[config.mk]
export PLATFORM = sky130hd
export DESIGN_NAME = modal_timer
export DESIGN_NICKNAME = d
export VERILOG_FILES = /design/src/rtl/modal_timer_pkg.sv /design/src/rtl/modal_timer_sync.sv /design/src/rtl/modal_timer_dp.sv /design/src/rtl/modal_timer_ctrl.sv /design/src/rtl/modal_timer.sv
export SDC_FILE = /design/constraint.sdc
export NUM_CORES = 1
export LEC_CHECK = 0
export ABC_AREA = 0
export ABC_CLOCK_PERIOD_IN_PS = 5960
export BUFFER_PORTS_ARGS = -buffer_cell sky130_fd_sc_hd__buf_2
export CORE_UTILIZATION = 50
export CTS_CLUSTER_SIZE = 14
export DETAILED_ROUTE_END_ITERATION = 10
export PLACE_DENSITY = 0.7
export SYNTH_ARGS = -nofsm -noshare
export SYNTH_HDL_FRONTEND = slang
export SYNTH_SLANG_ARGS = --single-unit
[constraint.sdc]
create_clock -name clk -period 5.96 [get_ports clk]
set_input_delay 0.596 -clock clk [delete_from_list [all_inputs] [get_ports clk]]
set_output_delay 0.596 -clock clk [all_outputs]
set_load 0.01 [all_outputs]
[src/rtl/modal_timer_pkg.sv]
package modal_timer_pkg;
  typedef struct packed {
    logic step;   // decrement by one
    logic loadA;  // reload from holding register A
    logic loadB;  // reload from holding register B
    logic capA;   // copy count into holding register A
    logic capB;   // copy count into holding register B
  } tmrStrobe_t;

  typedef enum logic [1:0] {
    ADDR_COUNT = 2'd0,
    ADDR_HOLD_A = 2'd1,
    ADDR_HOLD_B = 2'd2,
    ADDR_CTRL  = 2'd3
  } tmrAddr_t;

  localparam int CTL_W       = 8;
  localparam int CTL_RUN     = 0;
  localparam int CTL_PEND_A  = 1;
  localparam int CTL_EN_A    = 2;
  localparam int CTL_PEND_B  = 3;
  localparam int CTL_EN_B    = 4;
  localparam int CTL_SEL_A   = 5;
  localparam int CTL_CAPMODE = 6;
  localparam int CTL_SEL_B   = 7;
endpackage

[src/rtl/modal_timer_sync.sv]
module modal_timer_sync #(
  parameter int STAGES = 2
) (
  input  logic clk,
  input  logic rstN,
  input  logic din,
  output logic rise,
  output logic fall
);
  logic [STAGES-1:0] chain;
  logic prev;

  always_ff @(posedge clk or negedge rstN) begin
    if (!rstN) begin
      chain <= '0;
      prev  <= 1'b0;
    end else begin
      chain <= {chain[STAGES-2:0], din};
      prev  <= chain[STAGES-1];
    end
  end

  assign rise = chain[STAGES-1] & ~prev;
  assign fall = ~chain[STAGES-1] & prev;
endmodule

[src/rtl/modal_timer_dp.sv]
module modal_timer_dp
  import modal_timer_pkg::*;
#(
  parameter int CNT_W = 16
) (
  input  logic             clk,
  input  logic             rstN,
  input  tmrStrobe_t       stb,
  input  logic             wrCount,
  input  logic             wrHoldA,
  input  logic             wrHoldB,
  input  logic [CNT_W-1:0] wdata,
  output logic [CNT_W-1:0] countVal,
  output logic [CNT_W-1:0] holdA,
  output logic [CNT_W-1:0] holdB,
  output logic             cntZero
);
  always_ff @(posedge clk or negedge rstN) begin
    if (!rstN) begin
      countVal <= '0;
    end else if (wrCount) begin
      countVal <= wdata;
    end else if (stb.loadA) begin
      countVal <= holdA;
    end else if (stb.loadB) begin
      countVal <= holdB;
    end else if (stb.step) begin
      countVal <= countVal - 1'b1;
    end
  end

  always_ff @(posedge clk or negedge rstN) begin
    if (!rstN) begin
      holdA <= '0;
      holdB <= '0;
    end else begin
      if (stb.capA)     holdA <= countVal;
      else if (wrHoldA) holdA <= wdata;
      if (stb.capB)     holdB <= countVal;
      else if (wrHoldB) holdB <= wdata;
    end
  end

  assign cntZero = (countVal == '0);
endmodule

[src/rtl/modal_timer_ctrl.sv]
module modal_timer_ctrl
  import modal_timer_pkg::*;
#(
  parameter int SYNC_STAGES = 2
) (
  input  logic             clk,
  input  logic             rstN,
  input  logic             tickEn,
  input  logic             pinA,
  input  logic             pinB,
  input  logic             ctlWe,
  input  logic [CTL_W-1:0] ctlWdata,
  input  logic             cntZero,
  output tmrStrobe_t       stb,
  output logic [CTL_W-1:0] ctlWord,
  output logic             pinAOut,
  output logic             irqA,
  output logic             irqB
);
  logic [1:0] pinVec, riseVec, fallVec;
  assign pinVec = {pinB, pinA};

  for (genvar i = 0; i < 2; i++) begin : g_sync
    modal_timer_sync #(.STAGES(SYNC_STAGES)) u_sync (
      .clk (clk),
      .rstN(rstN),
      .din (pinVec[i]),
      .rise(riseVec[i]),
      .fall(fallVec[i])
    );
  end

  logic run, pendA, enA, pendB, enB, selA, capMode, selB;
  logic phaseB, toggleOut;
  logic pwmMode, evtMode, edgeA, edgeB, doStep, underflow, setA, setB;

  always_comb begin
    pwmMode   = !capMode && selB;
    evtMode   = !capMode && !selB;
    edgeA     = selA ? fallVec[0] : riseVec[0];
    edgeB     = selB ? fallVec[1] : riseVec[1];
    doStep    = pwmMode ? (run && tickEn)
              : evtMode ? (run && riseVec[0]) : tickEn;
    underflow = doStep && cntZero;
    stb.loadA = pwmMode && underflow && !phaseB;
    stb.loadB = pwmMode && underflow && phaseB;
    stb.step  = doStep && !(pwmMode && cntZero);
    stb.capA  = capMode && edgeA;
    stb.capB  = capMode && edgeB;
    setA      = stb.loadA || (evtMode && underflow) || (capMode && (underflow || edgeA));
    setB      = stb.loadB || (evtMode && riseVec[1]) || stb.capB;
  end

  always_ff @(posedge clk or negedge rstN) begin
    if (!rstN) begin
      {selB, capMode, selA, enB, pendB, enA, pendA, run} <= '0;
      phaseB    <= 1'b0;
      toggleOut <= 1'b0;
    end else begin
      if (ctlWe) begin
        run     <= ctlWdata[CTL_RUN];
        pendA   <= ctlWdata[CTL_PEND_A];
        enA     <= ctlWdata[CTL_EN_A];
        pendB   <= ctlWdata[CTL_PEND_B];
        enB     <= ctlWdata[CTL_EN_B];
        selA    <= ctlWdata[CTL_SEL_A];
        capMode <= ctlWdata[CTL_CAPMODE];
        selB    <= ctlWdata[CTL_SEL_B];
      end
      if (capMode && underflow) run <= 1'b1;
      if (setA) pendA <= 1'b1;
      if (setB) pendB <= 1'b1;
      if (pwmMode && underflow) begin
        phaseB <= ~phaseB;
        if (selA) toggleOut <= ~toggleOut;
      end
    end
  end

  assign ctlWord = {selB, capMode, selA, enB, pendB, enA, pendA, run};
  assign pinAOut = toggleOut;
  assign irqA    = pendA && enA;
  assign irqB    = pendB && enB;
endmodule

[src/rtl/modal_timer.sv]
module modal_timer
  import modal_timer_pkg::*;
#(
  parameter int CNT_W       = 16,
  parameter int SYNC_STAGES = 2
) (
  input  logic             clk,
  input  logic             rstN,
  input  logic             tickEn,
  input  logic             busWe,
  input  logic [1:0]       busAddr,
  input  logic [CNT_W-1:0] busWdata,
  output logic [CNT_W-1:0] busRdata,
  input  logic             pinA,
  input  logic             pinB,
  output logic             pinAOut,
  output logic             irqA,
  output logic             irqB
);
  tmrStrobe_t       stb;
  logic [CTL_W-1:0] ctlWord;
  logic [CNT_W-1:0] countVal, holdA, holdB;
  logic             cntZero;

  modal_timer_ctrl #(.SYNC_STAGES(SYNC_STAGES)) u_ctrl (
    .clk(clk), .rstN(rstN), .tickEn(tickEn), .pinA(pinA), .pinB(pinB),
    .ctlWe(busWe && busAddr == ADDR_CTRL), .ctlWdata(busWdata[CTL_W-1:0]),
    .cntZero(cntZero), .stb(stb), .ctlWord(ctlWord),
    .pinAOut(pinAOut), .irqA(irqA), .irqB(irqB)
  );

  modal_timer_dp #(.CNT_W(CNT_W)) u_dp (
    .clk(clk), .rstN(rstN), .stb(stb),
    .wrCount(busWe && busAddr == ADDR_COUNT),
    .wrHoldA(busWe && busAddr == ADDR_HOLD_A),
    .wrHoldB(busWe && busAddr == ADDR_HOLD_B),
    .wdata(busWdata), .countVal(countVal), .holdA(holdA), .holdB(holdB),
    .cntZero(cntZero)
  );

  always_comb begin
    unique case (busAddr)
      ADDR_COUNT:  busRdata = countVal;
      ADDR_HOLD_A: busRdata = holdA;
      ADDR_HOLD_B: busRdata = holdB;
      default:     busRdata = {{(CNT_W-CTL_W){1'b0}}, ctlWord};
    endcase
  end
endmodule

### Yosys cells after proc, flatten, opt, wreduce, memory -nomap -nowiden

Index checks and enable logic that the tools add are counted.

| word-level totals | value |
|---|---|
| output and inout port bits | 19 |
| logic and storage cells | 90 |
| flip-flop bits (word level) | 64 |

| cells by class | value |
|---|---|
| $add $sub $neg | 1 |
| eq/ne operators | 3 |
| reduce and logical (&&, ||, !) cells | 40 |
| mux-type cells | 19 |
| bitwise gates (word level) | 10 |

Operator list:

| cell | count |
|---|---|
| $mux W16 | 8 |
| $pmux W16 S3 | 1 |
| $logic_and A1 B1 Y1 | 22 |
| $logic_not A16 Y1 | 1 |
| $sub A16 B1 Y16 const B | 1 |
| $mux W1 | 10 |
| $reduce_bool A2 Y1 | 5 |
| $not A1 Y1 | 6 |
| $logic_or A1 B1 Y1 | 5 |
| $and A1 B1 Y1 | 4 |
| $eq A2 B2 Y1 const B | 2 |
| $logic_not A1 Y1 | 4 |
| $reduce_bool A4 Y1 | 1 |
| $eq A2 B1 Y1 const B | 1 |
| $logic_not A2 Y1 | 1 |
| $reduce_and A2 Y1 | 1 |

### Logic depth before layout (Yosys ltp)

| logic depth | value |
|---|---|
| depth after elaboration | 11 |
| gate-level depth with buffers | 8 |
| gate-level depth less buffers | 7 |

### Cells and area by module

A second synthesis with hierarchy kept.

| unflattened totals | value |
|---|---|
| cells, all modules | 411 |
| area, all modules | 4018.9 um^2 |

Modules (own cells, without submodules):

| module | times used | area an instance (um^2) | cells each |
|---|---|---|---|
| modal_timer_dp | 1 | 2817.7 | 313 |
| modal_timer_ctrl | 1 | 611.8 | 53 |
| modal_timer | 1 | 409.1 | 35 |
| modal_timer_sync | 2 | 90.1 | 5 |

### Worst setup path after synthesis

Ideal clock, no wire load.

| timing path | value |
|---|---|
| path kind | register -> register |
| start | reg u_dp.countVal[0] |
| end | reg u_dp.countVal[4] |
| library setup time | 0.082 ns |
| data arrival time | 2.375 ns |
| path slack | 3.503 ns |
| cell stages (with the launch flop) | 8 |
| clock period less this slack | 2.457 ns |
| cells stage by stage | dfrtp_1 > inv_1 > ha_1 > or4b_4 > or4b_4 > or2_1 > or3_1 > a31oi_1 |

| between the ends | value |
|---|---|
| word-level cells in the longest chain between the ends | 7 |
| elaborated cells between the ends (all ways) | 14 |
| classes of those cells | 1 x add/sub; 4 x mux; 9 x reduce/logical |

Ends and longest elaborated chain:

| element | RTL line | source |
|---|---|---|
| start, declared | modal_timer_dp.sv:13 | `output logic [CNT_W-1:0] countVal,` |
| start signal, assigned | modal_timer_dp.sv:22 | `countVal <= wdata;` |
| start signal, assigned | modal_timer_dp.sv:24 | `countVal <= holdA;` |
| start signal, assigned | modal_timer_dp.sv:26 | `countVal <= holdB;` |
| branches (longest 7 deep; another with $sub A16 B1 Y16) | n/a |  |

Parallel ways; which one is timed is not known. The select of a mux whose other input is x is not followed.
A chain may end at the register's enable or synchronous reset.

### Worst setup path in the final report

| timing path | value |
|---|---|
| start | reg u_dp.countVal[0] |
| end | reg u_dp.countVal[7] |

The elaborated chain is that of the path after synthesis.

==> results_dict.tcl <==
set metrics [dict create \
    cts_tree "done" \
    clk_latency_ns 0.35 \
    clockBufferDepth 2 \
    io_pins 43 \
    cts_buffers 9 \
    worst_pin_slew_ns 1.07 \
    hp-class "in -> reg" \
    routed_wl_um 9530 \
    htreeDepth 3 \
    ys_ff_latch 64 \
    fin_crit_sh_pct 48.9 \
    worst-endpoint-required_ns 6.19 \
    ys.flop_type "dfrtp_1" \
    ff2ff_path_depth 7 \
    slew_violations 0 \
    avgSynthCellArea_um2 9.60 \
    crit_fanout 15 \
    layout.nets 454 \
    grt_start_max_net_pins 65 \
    setup_viol 0 \
    std_cell_rows 31 \
    synth_largest_area_cell "dfrtp_1" \
    drt_iter0_drc 144 \
    r2r_setup_slack_ns 3.05 \
    firstDrtPassIters 5 \
    ir_drop_mv 0.190 \
    path_class "reg -> reg" \
    grt.total_usage_pct 24.9 \
    die_h_um 90.0 \
    startpoint_type "register" \
    antenna_found_initial 0 \
    port_buffers 42 \
    antenna_left 0 \
    tns_ns 0 \
    hold_viol_final 0 \
    drc_errors 0 \
    ctsHoldBuffers 0 \
    yosysSeqAreaShare_pct 41.4 \
    cts.root.buffer_cell "clkbuf_8" \
    yosysUniqueCellTypes 45 \
    finalClockSkew_ns 0.00972 \
    power.density_nw_per_um2 416 \
    syn_area_um2 3870 \
    grt_pass1_vias 3073 \
    fmax_mhz 343 \
    async_flop_share_pct 100 \
    cp-endpoint "u_dp.countVal[7]" \
    relSlewSlack_pct 28.4 \
    crit_start "u_dp.countVal[0]" \
    overflow 0 \
    synth_edf_count 0 \
    viasPerCell 6.09 \
    end_kind "register" \
    postSynthNetCount 429 \
    cts_resized 0 \
    dieArea_um2 8100 \
    num_antenna_cells 0 \
    yosys.area.top_type_share_pct 41.4 \
    yosys_warnings 0 \
    post-cts-setup-buffer-count 0 \
    yosysMostFrequentCell "dfrtp_1" \
    clock-sinks 64 \
    synthCells 403 \
    whs_ns 0.351 \
    synthTopCellsByArea "dfrtp_1 41%, mux2i_1 14%, a21oi_1 5.8%" \
    core_area_um2 7370 \
    post_drt_wl_per_cell_um 17.9 \
    arrival_ns 3.14 \
    drv_cap 0 \
    grt_pass1_wl_um 16000 \
    vias 3238 \
    initial_core_util_pct 52.5 \
    gp_congestion 0.841 \
    rsz0062_at_grt "false" \
    reg2reg_from "u_dp.countVal[0]" \
    place.detailed.hpwl_um 6010 \
    syn_to_final_growth_pct 11.4 \
    reg2reg_to "u_dp.countVal[7]" \
    die_w_um 90.0 \
    status "complete, no violations" \
    synth_common_cells "64 x dfrtp_1, 53 x mux2i_1, 48 x nor2_1" \
    clk_pin_slew_ns 0.07 \
    min_period_ns 2.91 \
    drive_gt1_share_pct 21.7 \
    leakagePower_nw 2.00 \
]
per-layer routing:
layer	vias to the layer above	GRT usage, %	share of wire (%)
met4	0	7.39	1.1
met3	9	4.15	5.8
li1	1507	-	-
met2	114	37.8	46
met5	-	0	0
met1	1608	36.8	47
how the worst min path moves through the flow:
stage | start | end | depth (start not counted)
after floorplan | rstN | u_ctrl.capMode | 0
after global placement | u_ctrl.g_sync[1].u_sync.chain[0] | u_ctrl.g_sync[1].u_sync.chain[1] | 0
after detailed placement | u_ctrl.g_sync[1].u_sync.chain[0] | u_ctrl.g_sync[1].u_sync.chain[1] | 0
after CTS | pinA | u_ctrl.g_sync[0].u_sync.chain[0] | 1
after global routing | pinA | u_ctrl.g_sync[0].u_sync.chain[0] | 1
final | pinA | u_ctrl.g_sync[0].u_sync.chain[0] | 1
report_power, final:
part           internal [W]  switching (W)
Combinational      0.000331       0.000304
Clock              0.000191       0.000175
Sequential         0.000597       0.000198
Total               0.00112       0.000677
area by class of cell:
class | instances | area [µm²]
Tap cell | 99 | 124
Inverter | 3 | 11.3
Timing Repair Buffer | 47 | 248
Multi-Input combinational cell | 303 | 2140
Sequential cell | 64 | 1600
Clock buffer | 10 | 128
Fill cell | 649 | 3060
Clock inverter | 6 | 60.1
critical path: stages (launching register included):
cell	delay [ns]
dfrtp_1	0.45
inv_1	0.13
ha_1	0.14
or4b_4	0.48
or4b_4	0.53
nor2_2	0.57
mux2i_1	0.16
a221o_1	0.34
stage by stage:
| step | worst slack, ns | util [%] | area [µm²] | cells | total power [W] |
|---|---|---|---|---|---|
| CTS | 3.05 | 58.5 | 4310 | 532 | 0.00180 |
| global placement | 2.78 | 56.0 | 4130 | 516 | 0.00141 |
| finish | 3.05 | 58.5 | 4310 | 532 | 0.00180 |
| floorplan | 3.50 | - | 3870 | 403 | 0.00124 |
| global route | 2.87 | 58.5 | 4310 | 532 | 0.00193 |
| detailed placement | 2.70 | 56.0 | 4130 | 516 | 0.00143 |
state kept, by name (all words and copies together), names as in the netlist, 2 cells and up:
register and cells:
u_ctrl.g_sync.u_sync.prev 2, u_dp.holdA 16, u_dp.holdB 16, u_ctrl.g_sync.u_sync.chain 4, u_dp.countVal 16
cells in the final DEF (no fill, tap or decap), types with 3 or more instances in the layout:
master	n
o21ai_0	28
mux2_2	14
nand3_1	7
dfrtp_1	64
nor3_1	6
a31oi_1	3
a21oi_1	45
xnor2_1	9
buf_2	42
mux4_2	8
nor2_1	48
and3_1	14
buf_4	5
a221o_1	3
or3_1	5
clkbuf_8	9
clkinv_2	3
and2_1	3
mux2i_1	53
nand2_1	18
nor4_1	3
inv_1	3
kinds of logic (layout without fill, tap and decap cells):
family	Yosys count	count (layout)	share of synthesized area [%]
AND/OR/NAND/NOR	126	126	16.7
AO/OA/AOI/OAI	89	89	12.7
multiplexers	75	75	22.4
flip-flops	64	64	41.4
buffers and inverters	36	66	3.65
XOR/XNOR	11	11	2.49
adder cells (fa/ha/maj)	2	2	0.647
Power figures use the tool's default switching activity.
